$ cat src/rtl/dcfg_pkg.sv
`timescale 1ns/1ps
package dcfg_pkg;
  localparam int DLY_W  = 9;
  localparam int WORD_W = DLY_W + 2;
  localparam int CH_N   = 2;
  localparam int SEL_W  = $clog2(CH_N);

  typedef logic [WORD_W-1:0] cfg_word_t;
  typedef logic [DLY_W-1:0]  dly_t;

  // Delay field: low DLY_W bits of the word
  function automatic dly_t word_delay(cfg_word_t w);
    return w[DLY_W-1:0];
  endfunction

  // Channel select: the bit just above the delay field
  function automatic logic [SEL_W-1:0] word_chsel(cfg_word_t w);
    return w[DLY_W +: SEL_W];
  endfunction

  // Mode flag: most significant bit
  function automatic logic word_mode(cfg_word_t w);
    return w[WORD_W-1];
  endfunction

  // MSB-first serial step
  function automatic cfg_word_t word_shift(cfg_word_t w, logic b);
    return {w[WORD_W-2:0], b};
  endfunction
endpackage

$ cat src/rtl/dcfg_sync.sv
`timescale 1ns/1ps
module dcfg_sync #(
  parameter int WIDTH  = 3,
  parameter int STAGES = 2
) (
  input  logic             clk,
  input  logic             rst_n,
  input  logic [WIDTH-1:0] async_in,
  output logic [WIDTH-1:0] sync_out
);
  logic [WIDTH-1:0] stage_q [STAGES];

  always_ff @(posedge clk or negedge rst_n) begin
    if (!rst_n) begin
      for (int i = 0; i < STAGES; i++) stage_q[i] <= '0;
    end else begin
      stage_q[0] <= async_in;
      for (int i = 1; i < STAGES; i++) stage_q[i] <= stage_q[i-1];
    end
  end

  assign sync_out = stage_q[STAGES-1];
endmodule

$ cat src/rtl/dcfg_shifter.sv
`timescale 1ns/1ps
module dcfg_shifter
  import dcfg_pkg::*;
(
  input  logic      clk,
  input  logic      rst_n,
  input  logic      sclk_s,
  input  logic      din_s,
  output logic      shift_evt,
  output cfg_word_t word_q
);
  logic sclk_prev_q;

  always_ff @(posedge clk or negedge rst_n) begin
    if (!rst_n) sclk_prev_q <= 1'b0;
    else        sclk_prev_q <= sclk_s;
  end

  // Rising edge of the synchronized serial clock
  assign shift_evt = sclk_s & ~sclk_prev_q;

  always_ff @(posedge clk or negedge rst_n) begin
    if (!rst_n)         word_q <= '0;
    else if (shift_evt) word_q <= word_shift(word_q, din_s);
  end
endmodule

$ cat src/rtl/dcfg_latch_bank.sv
`timescale 1ns/1ps
module dcfg_latch_bank
  import dcfg_pkg::*;
(
  input  logic                       clk,
  input  logic                       rst_n,
  input  logic                       load_open,
  input  cfg_word_t                  word,
  output logic [CH_N-1:0][DLY_W-1:0] dly_q,
  output logic                       mode_q
);
  logic [CH_N-1:0] ch_wr;

  for (genvar c = 0; c < CH_N; c++) begin : g_ch
    assign ch_wr[c] = load_open && (word_chsel(word) == SEL_W'(c));

    always_ff @(posedge clk or negedge rst_n) begin
      if (!rst_n)        dly_q[c] <= '0;
      else if (ch_wr[c]) dly_q[c] <= word_delay(word);
    end
  end

  always_ff @(posedge clk or negedge rst_n) begin
    if (!rst_n)         mode_q <= 1'b0;
    else if (load_open) mode_q <= word_mode(word);
  end
endmodule

$ cat src/rtl/dcfg_top.sv
`timescale 1ns/1ps
module dcfg_top
  import dcfg_pkg::*;
#(
  parameter int SYNC_STAGES = 2
) (
  input  logic             clk,
  input  logic             rst_n,
  input  logic             ser_din,
  input  logic             ser_clk,
  input  logic             ser_load,
  output logic [DLY_W-1:0] dly_ch0,
  output logic [DLY_W-1:0] dly_ch1,
  output logic             cascade_mode
);
  logic [2:0]                 sync_bus;
  logic                       din_s;
  logic                       sclk_s;
  logic                       load_open;
  logic                       shift_evt;
  cfg_word_t                  word;
  logic [CH_N-1:0][DLY_W-1:0] dly_q;

  dcfg_sync #(.WIDTH(3), .STAGES(SYNC_STAGES)) u_sync (
    .clk      (clk),
    .rst_n    (rst_n),
    .async_in ({ser_load, ser_clk, ser_din}),
    .sync_out (sync_bus)
  );

  assign din_s     = sync_bus[0];
  assign sclk_s    = sync_bus[1];
  assign load_open = sync_bus[2];

  dcfg_shifter u_shift (
    .clk       (clk),
    .rst_n     (rst_n),
    .sclk_s    (sclk_s),
    .din_s     (din_s),
    .shift_evt (shift_evt),
    .word_q    (word)
  );

  dcfg_latch_bank u_bank (
    .clk       (clk),
    .rst_n     (rst_n),
    .load_open (load_open),
    .word      (word),
    .dly_q     (dly_q),
    .mode_q    (cascade_mode)
  );

  assign dly_ch0 = dly_q[0];
  assign dly_ch1 = dly_q[1];
endmodule

$ cat config.mk
export PLATFORM = sky130hd
export DESIGN_NAME = dcfg_top
export DESIGN_NICKNAME = d
export VERILOG_FILES = /design/src/rtl/dcfg_pkg.sv /design/src/rtl/dcfg_sync.sv /design/src/rtl/dcfg_shifter.sv /design/src/rtl/dcfg_latch_bank.sv /design/src/rtl/dcfg_top.sv
export SDC_FILE = /design/constraint.sdc
export NUM_CORES = 1
export LEC_CHECK = 0
export BUFFER_PORTS_ARGS = -buffer_cell sky130_fd_sc_hd__buf_2
export CORE_ASPECT_RATIO = 1.25
export CORE_UTILIZATION = 37
export DETAILED_ROUTE_END_ITERATION = 8
export PLACE_DENSITY = 0.55
export SYNTH_ARGS = -nofsm -noshare
export SYNTH_HDL_FRONTEND = slang
export SYNTH_SLANG_ARGS = --single-unit
$ cat constraint.sdc
create_clock -name clk -period 2.9 [get_ports clk]
set_input_delay 0.145 -clock clk [delete_from_list [all_inputs] [get_ports clk]]
set_output_delay 0.145 -clock clk [all_outputs]
set_load 0.02 [all_outputs]
Word-level counts from Yosys, hierarchy flattened:

Index checks and enable logic that the tools add are counted.

* input bits: 5
* word-level logic and storage cells: 12
* bits in registers: 37
* output and inout bits: 19

* bitwise logic cells: 3
* reductions and logical operators: 2

Operators with widths (count)
* $logic_and 1x1->1: 2
* $not 1->1: 2
* $and 1x1->1: 1

Depth between registers and ports, before layout:

Gate-level depths: netlist of the first run.

* word-level depth: 2
* depth in mapped cells: 3
* mapped depth without buffers: 2

Cells and area by module:

A second synthesis of the first run with hierarchy kept.

* cell total of the unflattened synthesis: 75
* area, all modules: 1418.9 sq um

By module, submodules not included
* dcfg_latch_bank: cells each 41, instances 1, seq. area each 475.5 sq um, area an instance 754.5 sq um
* dcfg_shifter: cells each 25, instances 1, seq. area each 300.3 sq um, area an instance 491.7 sq um
* dcfg_sync: cells each 9, instances 1, seq. area each 150.1 sq um, area an instance 172.7 sq um

Worst setup path before layout of the first run:

Ideal clock, no wire load.

* kind: reg2reg
* start point: register u_shift.word_q[9]
* end point: register u_bank.dly_q[0] (netlist name)
* library setup time: 125 ps
* path buffers: 1
* arrival: 963 ps
* required time: 2775 ps
* clock period less this slack: 1088 ps
* setup slack: 1812 ps
* cell stages (with the launch flop): 4
* cells stage by stage: dfrtp_1 nand2b_1 buf_6 mux2_4

* longest elaborated chain between the ends: 2

Ends and longest elaborated chain
* start, declared: line dcfg_shifter.sv:10 `output cfg_word_t word_q`
* start signal, assigned: line dcfg_shifter.sv:24 `else if (shift_evt) word_q <= word_shift(word_q, din_s);`
* $not 1->1: line dcfg_latch_bank.sv:15 `assign ch_wr[c] = load_open && (word_chsel(word) == SEL_W'(c));`
* $logic_and 1x1->1: line dcfg_latch_bank.sv:15
* end signal, assigned by index: line dcfg_latch_bank.sv:19 `else if (ch_wr[c]) dly_q[c] <= word_delay(word);`
* end, declared: line dcfg_latch_bank.sv:9 `output logic [CH_N-1:0][DLY_W-1:0] dly_q,`

No other way between the ends.
A chain may end at the register's enable or synchronous reset.

Worst setup path in the final report of the first run:

* start point: register u_shift.word_q[9]
* end point: register u_bank.dly_q[7] (netlist name)

Same word-level chain as after synthesis.

==> results of run 1 <==
## power by group through the flow
| stage | Sequential, mW | Clock [mW] | Combinational [mW] |
|---|---|---|---|
| 2_1_floorplan | 0.996 | 0 | 0.297 |
| 3_3_place_gp | 0.849 | 0 | 0.626 |
| 3_5_place_dp | 0.856 | 0 | 0.633 |
| 4_1_cts | 0.848 | 0.360 | 0.639 |
| 5_1_grt | 0.874 | 0.382 | 0.666 |
| 6_report | 0.842 | 0.344 | 0.627 |
## timing repair
item,in CTS,in global routing
endpoints found under the setup margin,0,0
hold buffers,4,0
buffers inserted,0,0
hold endpoints to repair,40,0
## cell families after synthesis
family                 share of synthesized area
AND/OR/NAND/NOR                           0.0195
flip-flops                                 0.688
multiplexers                               0.276
buffers and inverters                     0.0167
## routing by layer
layer	up-vias	wire length, µm	track usage
met4	0	17	0.0488
met3	2	78	0.0560
li1	309	-	-
met2	18	1020	0.179
met1	348	831	0.134
met5	-	0	0
## flip-flops by register name, indices dropped and copies added, names as in the netlist
name,flops
u_shift.word_q,11
u_shift.sclk_prev_q,1
u_sync.stage_q,3
u_bank.mode_q,1
u_bank.dly_q,18
u_sync.sync_out,3
## Yosys cell counts
master    instances  share of area
buf_6             2          0.017
dfrtp_1          37           0.69
mux2_2           21           0.18
mux2_4            9           0.10
nand2_2           1         0.0046
nand2b_1          1         0.0046
nor2b_4           1          0.010
## critical path: cells and delay by family, from the launching register on
family           cells  cell delay (ns)
flip-flops           1             0.40
multiplexers         1             0.42
AND/OR/NAND/NOR      1             0.43
## area by class of cell
| class | count | area share |
|---|---|---|
| Clock buffer | 7 | 0.0535 |
| Timing Repair Buffer | 27 | 0.0961 |
| Sequential cell | 37 | 0.574 |
| Tap cell | 39 | 0.0302 |
| Multi-Input combinational cell | 33 | 0.247 |
## through the flow
step           std cells  area [µm²]  worst slack [ns]  power (mW)
3_5_place_dp         132        1490              1.52        1.49
6_report             143        1610              1.54        1.81
4_1_cts              143        1610              1.51        1.85
3_3_place_gp         132        1490              1.53        1.47
5_1_grt              143        1610              1.48        1.92
2_1_floorplan         72        1350              1.81        1.29
## how the worst max path moves through the flow
stage / slack (ns) / from / endpoint / cells after the start
2_1_floorplan: 1.81 / u_shift.word_q[9] / u_bank.dly_q[0] / 3
3_3_place_gp: 1.53 / u_shift.word_q[9] / u_bank.dly_q[8] / 2
3_5_place_dp: 1.52 / u_shift.word_q[9] / u_bank.dly_q[7] / 2
4_1_cts: 1.51 / u_shift.word_q[9] / u_bank.dly_q[7] / 2
5_1_grt: 1.48 / u_shift.word_q[9] / u_bank.dly_q[4] / 2
6_report: 1.54 / u_shift.word_q[9] / u_bank.dly_q[7] / 2
## layout by cell type, fill, tap and decap left out
cell type and instances:
dfrtp_1 37, buf_2 23, mux2_2 21, mux2_4 9, clkbuf_8 6, dlygate4sd3_1 4, nor2b_4 1, nand2_2 1
nand2b_1 1, clkbuf_1 1
==> results_dict.tcl, run 1 <==
set metrics [dict create \
    wl_per_cell_um 13.6 \
    slew_headroom 0.480 \
    dr.pass1.iters 2 \
    slew_viol_final 0 \
    end_kind "flop" \
    run_status "finished clean" \
    rsz0062_at_grt "no" \
    grt_use_total 0.115 \
    timing.rr.start "u_shift.word_q[9]" \
    setup_tns_ns 0 \
    cts_tree "built" \
    drc 0 \
    multiInputGateArea_um2 398 \
    path_class "reg2reg" \
    antenna_found_initial 0 \
    antenna_cells 0 \
    critPathRequiredTime_ns 3.06 \
    die_y_um 69.4 \
    critPathMaxFanout 9 \
    seqPwrFrac 0.464 \
    p_comb_frac 0.346 \
    slowest_delay_ns 0.43 \
    viasPerCell 4.73 \
    fin_crit_ns 1.36 \
    numCtsBuffers 5 \
    final_nets 109 \
    syn_area_mm2 0.00135 \
    synthCells 72 \
    totalWireLength_um 1940 \
    hold_depth 0 \
    clock_path_buffers 2 \
    cts-root-buf "clkbuf_8" \
    setup_viol 0 \
    fin_crit_sh 0.469 \
    yosys_warnings 0 \
    via_count 677 \
    overflow 0 \
    ant_nets 0 \
    hold_viol 0 \
    rows 24 \
    initial_utilization 0.386 \
    switching_share 0.321 \
    fmax_ghz 0.735 \
    htree_levels 2 \
    ys_seq_area_frac 0.688 \
    holdPathEnd "u_sync.sync_out[2]" \
    min_from "u_sync.stage_q[5]" \
    skew_ns 0.00472 \
    die_x_um 56.0 \
    syn_avg_cell_area_um2 18.7 \
    portBuffers 23 \
    cap_violations 0 \
    synth_fp_nets 77 \
    grt_max_degree 38 \
    r2r_cells 2 \
    gp_congestion 0.655 \
    cpMaxStageDelayCell "nand2b_1" \
    p_sw_mw 0.582 \
    layout-drive-gt1-share 0.587 \
    crit_path_start_kind "flop" \
    cts_sinks 37 \
    internal-power_mw 1.23 \
    p_clk_frac 0.190 \
    fin_hold_ws_ns 0.351 \
    core_mm2 0.00348 \
    grt_pass1_wl_um 3230 \
    drt_iter0_markers 30 \
    crit_chain "nand2b_1, mux2_4" \
    grt_pass1_vias 697 \
    reg2reg_to "u_bank.dly_q[7]" \
    min_path_type "reg2reg" \
    ir_worst_vdd_mv 0.657 \
    num_io_pins 24 \
    tightest_slew_ns 0.780 \
    p_per_area_mw_per_mm2 1120 \
    ff2ff_setup_slack_ns 1.54 \
    ys_ff_latch 37 \
    post_cts_resized 0 \
    power_leakage_nw 0.783 \
    critPathArrivalTime_ns 1.52 \
    clk_pin_slew_ns 0.07 \
    seqCellArea_um2 926 \
    fillers 307 \
    die_area_mm2 0.00389 \
    clock_latency_ns 0.27 \
    fin_util 0.463 \
    yosysUniqueCellTypes 7 \
    area_growth_pct 19.9 \
]
(Power assumes the default switching activity.)
==> inputs of run 2 (changes only) <==
Settings changed: PLACE_DENSITY 0.55 to 0.57.
Clock period 2.9 ns to 1.21 ns, I/O delays scaled along.
==> run 2 against run 1 <==
Net effect:
- utilization rose by 2.4 points
- register-to-register slack got worse by 1.5 ns
- cell count increased by 4.2%
- design area up 5.1%
- clock power up 150%
- combinational power increased to 2.6 times the previous value
- critical path depth rose by 1
- setup slack got worse by 1.5 ns
- total power increased by 150%
- sequential cell count did not move
- die area unchanged
- critical path type unchanged
- largest cell class unchanged
- highest routed layer unchanged
==> results_dict.tcl, run 2 (same netlist as run 1, synthesis figures left out) <==
set metrics [dict create \
    p_clk_frac 0.189 \
    crit_path_start_kind "flop" \
    via_count 710 \
    r2r_cells 3 \
    p_per_area_mw_per_mm2 2640 \
    wl_per_cell_um 14.1 \
    antenna_found_initial 0 \
    ant_nets 0 \
    run_status "finished clean" \
    drt_iter0_markers 19 \
    endpoint "u_bank.dly_q[2]" \
    setup_viol 0 \
    reg2reg_to "u_bank.dly_q[2]" \
    power_leakage_nw 0.832 \
    startpoint "u_shift.word_q[9]" \
    critPathArrivalTime_ns 1.33 \
    grt_max_degree 22 \
    fin_crit_ns 1.17 \
    switching_share 0.325 \
    layout-drive-gt1-share 0.618 \
    grt_use_total 0.126 \
    slew_headroom 0.721 \
    die_y_um 69.4 \
    cts-root-buf "clkbuf_8" \
    ff2ff_setup_slack_ns 0.04 \
    seqPwrFrac 0.454 \
    fin_util 0.487 \
    viasPerCell 4.77 \
    final_cell_mix "37 x dfrtp_1, 23 x buf_2, 21 x mux2_2" \
    fmax_ghz 0.855 \
    path_class "reg2reg" \
    cap_violations 0 \
    dp_hpwl_um 1370 \
    dr.pass1.iters 2 \
    htree_levels 2 \
    timing.rr.start "u_shift.word_q[9]" \
    cts_sinks 37 \
    clock_path_buffers 2 \
    layout_commonest_cell "dfrtp_1" \
    largest_register_ffs 18 \
    p_sw_mw 1.46 \
    regMostFlops "u_bank.dly_q" \
    setup_tns_ns 0 \
    rsz0062_at_grt "no" \
    area_growth_pct 26.0 \
    gp_congestion 0.701 \
    grt_pass1_wl_um 3600 \
    drc 0 \
    end_kind "flop" \
    portBuffers 23 \
    grt_pass1_vias 770 \
    totalWireLength_um 2100 \
    tightest_slew_ns 0.419 \
    overflow 0 \
    numCtsBuffers 5 \
    skew_ns 0.00565 \
    critPathMaxFanout 7 \
    p_comb_frac 0.357 \
    clock_latency_ns 0.28 \
    die_x_um 56.0 \
    num_io_pins 24 \
    final_nets 115 \
    die_area_mm2 0.00389 \
    rows 24 \
    clk_pin_slew_ns 0.07 \
    initial_utilization 0.386 \
    slew_viol_final 0 \
    largestRegisters "u_bank.dly_q: 18 flops, u_shift.word_q: 11 flops" \
    hold_viol 0 \
    antenna_cells 0 \
    critPathRequiredTime_ns 1.38 \
    internal-power_mw 3.02 \
    min_path_type "in2async" \
    fin_crit_sh 0.966 \
    ir_worst_vdd_mv 1.57 \
    cts_tree "built" \
    core_mm2 0.00348 \
]
run 2: worst max-delay path, stage by stage (launching register included):
cell,delay (ns)
dfrtp_1,0.44
nand2b_4,0.18
buf_12,0.15
mux2_4,0.29
run 2: worst min path at each step:
stage	to	start	cells after the start	slack, ns
2_1_floorplan	u_bank.dly_q[0]	rst_n	0	-0.24
5_1_grt	u_sync.stage_q[4]	rst_n	2	0.26
3_3_place_gp	u_sync.stage_q[4]	rst_n	1	0.01
4_1_cts	u_sync.stage_q[4]	rst_n	2	0.25
6_report	u_sync.stage_q[4]	rst_n	2	0.24
3_5_place_dp	u_sync.stage_q[4]	rst_n	1	0.02
run 2: power groups by stage:
stage	registers (mW)	clock network [mW]	logic (mW)
2_1_floorplan	2.39	0	0.712
3_3_place_gp	2.04	0	1.56
3_5_place_dp	2.05	0	1.59
4_1_cts	2.03	0.875	1.61
5_1_grt	2.10	0.932	1.71
6_report	2.03	0.846	1.60
run 2: per-stage QoR:
step                setup slack (ns)  area, µm²  hold WS (ns)  std cells  total power [mW]
finish                        0.0409       1700         0.245        149              4.48
global route                 0.00628       1700         0.264        149              4.74
floorplan                      0.122       1350        -0.235         72              3.10
CTS                           0.0202       1680         0.246        149              4.51
detailed placement           0.00835       1540        0.0189        135              3.64
global placement              0.0260       1540        0.0104        135              3.60
run 2: area by class of cell:
class | instances | area (µm²)
Multi-Input combinational cell | 33 | 410
Clock buffer | 7 | 86.3
Tap cell | 39 | 48.8
Sequential cell | 37 | 926
Timing Repair Buffer | 33 | 225
Fill cell | 329 | 1790
run 2: routing by layer:
metal	up-vias	share of wire	track usage	wire, µm
met5	-	0	0	0
met2	17	0.50	0.206	1060
met1	363	0.44	0.140	925
li1	325	-	-	-
met3	5	0.042	0.0560	89
met4	0	0.015	0.0569	31
run 2: what timing repair did:
action                                  in CTS  in global routing
endpoints found under the hold margin       19                  0
hold buffers                                 4                  0
endpoints found under the setup margin       5                  9
pin swaps                                    0                  0
cloned                                       0                  0
buffers inserted                             3                  0
resized for setup                            0                  2
==> inputs of run 3 (changes only) <==
Settings changed: CTS_BUF_LIST from default to sky130_fd_sc_hd__clkbuf_16, PLACE_DENSITY 0.57 to 0.63.
==> run 3 against run 2 <==
Net effect:
- combinational power decreased by 3%
- utilization up 1.3 points
- cell count fell by 1.3%
- sequential cell count unchanged
- sequential power about the same
- register-to-register slack about the same
- count of clock-buffer cells in the layout down 2
- first-iteration DRC count is 53% lower
- design area up 2.7%
- sequential share of layout area shrank 1.4 points
- global-route usage decreased by 0.22 points
- setup slack gained 0.0066 ns
- critical path type unchanged
- critical endpoint is now u_bank.dly_q[0]
- largest power group unchanged
==> results_dict.tcl, run 3 (same netlist as run 1, synthesis figures left out) <==
set metrics [dict create \
    run_status "finished clean" \
    critPathRequiredTime_ns 1.37 \
    end_kind "flop" \
    multiInputGateArea_um2 398 \
    grt_max_degree 38 \
    seqCellArea_um2 926 \
    htree_levels 2 \
    post_cts_resized 0 \
    cts_sinks 37 \
    overflow 0 \
    die_area_mm2 0.00389 \
    hold_viol 0 \
    dp.cells 134 \
    slew_viol_final 0 \
    ant_nets 0 \
    initial_utilization 0.386 \
    cts_tree "built" \
    grt_pass1_wl_um 3540 \
    rsz0062_at_grt "no" \
    setup_viol 0 \
    clk_pin_slew_ns 0.06 \
    slowest_delay_ns 0.40 \
    fin_crit_ns 1.16 \
    critPathArrivalTime_ns 1.32 \
    grt_use_total 0.124 \
    fin_crit_sh 0.961 \
    fmax_ghz 0.860 \
    numCtsBuffers 5 \
    fillers 296 \
    final_cell_mix "37 x dfrtp_1, 23 x buf_2, 21 x mux2_2" \
    startpoint "u_shift.word_q[9]" \
    timing.rr.start "u_shift.word_q[9]" \
    drc 0 \
    cp_top_family "flip-flops" \
    largestRegisters "u_bank.dly_q: 18 flops, u_shift.word_q: 11 flops" \
    layout_commonest_cell "dfrtp_1" \
    wl_per_cell_um 14.0 \
    power_leakage_nw 0.840 \
    antenna_found_initial 0 \
    antenna_cells 0 \
    slew_headroom 0.704 \
    die_x_um 56.0 \
    path_buf_inv 1 \
    layout-drive-gt1-share 0.602 \
    crit_chain "nand2b_1, buf_12, mux2_4" \
    cap_violations 0 \
    clock_latency_ns 0.28 \
    num_io_pins 24 \
    gp_congestion 0.638 \
    viasPerCell 4.67 \
    critPathMaxFanout 9 \
    skew_ns 0.00552 \
    drt_iter0_markers 9 \
    min_path_type "in2async" \
    dp_hpwl_um 1340 \
    area_growth_pct 29.4 \
    fin_util 0.500 \
    final_nets 112 \
    via_count 686 \
    largest_register_ffs 18 \
    clock_path_buffers 2 \
    tightest_slew_ns 0.443 \
    portBuffers 23 \
    cts-root-buf "clkbuf_16" \
    cpMaxStageDelayCell "dfrtp_1" \
    dr.pass1.iters 2 \
    crit_path_start_kind "flop" \
    rows 24 \
    fin_cells 147 \
    totalWireLength_um 2060 \
    ir_worst_vdd_mv 1.62 \
    die_y_um 69.4 \
    grt_pass1_vias 723 \
    p_per_area_mw_per_mm2 2880 \
    core_mm2 0.00348 \
    path_class "reg2reg" \
    regMostFlops "u_bank.dly_q" \
    setup_tns_ns 0 \
]
run 3: changes by cell type in the layout (fill, tap and decap cells not counted), sizes merged:
cell | previous run | this run
clkinvlp | 0 | 1
clkinv | 0 | 1
bufinv | 0 | 1
clkbuf | 7 | 5
buf | 29 | 26
run 3: worst reg2reg max path: cells and delay by family, from the launching register on:
kind	cells	cell delay (ns)
flip-flops	1	0.40
multiplexers	1	0.29
AND/OR/NAND/NOR	1	0.20
buffers and inverters	1	0.16
run 3: final cells by class:
| type | count | area share |
|---|---|---|
| Tap cell | 39 | 0.0280 |
| Clock buffer | 5 | 0.0718 |
| Timing Repair Buffer | 30 | 0.116 |
| Multi-Input combinational cell | 33 | 0.228 |
| Sequential cell | 37 | 0.532 |
| Clock inverter | 3 | 0.0237 |
run 3: routing by layer:
metal	up-vias	global-route usage	share of wire
met4	0	0.0650	0.014
li1	322	-	-
met3	5	0.0578	0.054
met1	340	0.149	0.43
met5	-	0	0
met2	19	0.185	0.50
run 3: repair_timing:
action / in CTS / in global routing
endpoints found under the hold margin: 40 / 0
hold buffers: 4 / 0
endpoints found under the setup margin: 0 / 11
buffers inserted: 0 / 1
run 3: stage by stage:
| stage | worst slack (ns) | hold slack, ns | cell area, µm² | power [mW] |
|---|---|---|---|---|
| final | 0.0474 | 0.347 | 1740 | 5.02 |
| after floorplan | 0.122 | -0.235 | 1350 | 3.10 |
| after global routing | 0.00636 | 0.364 | 1740 | 5.29 |
| after detailed placement | 0.0214 | 0.133 | 1520 | 3.63 |
| after CTS | 0.0173 | 0.349 | 1720 | 5.10 |
| after global placement | 0.0375 | 0.116 | 1520 | 3.57 |
run 3: final timing paths:
check | endpoint | slack [ns] | depth (start not counted)
hold reg to reg | u_sync.sync_out[2] | 0.35 | 0
setup reg to reg | u_bank.dly_q[0] | 0.05 | 3
min in group clk | u_sync.sync_out[2] | 0.35 | 0
hold / removal | u_shift.word_q[7] | 0.35 | 3
setup / recovery | u_bank.dly_q[0] | 0.05 | 3
max in group asynchronous | u_shift.word_q[0] | 0.54 | 3
run 3: where the power goes:
part	switching [mW]	internal, mW	total (mW)
Combinational	0.750	0.814	1.56
Clock	0.461	0.962	1.42
Sequential	0.303	1.73	2.03
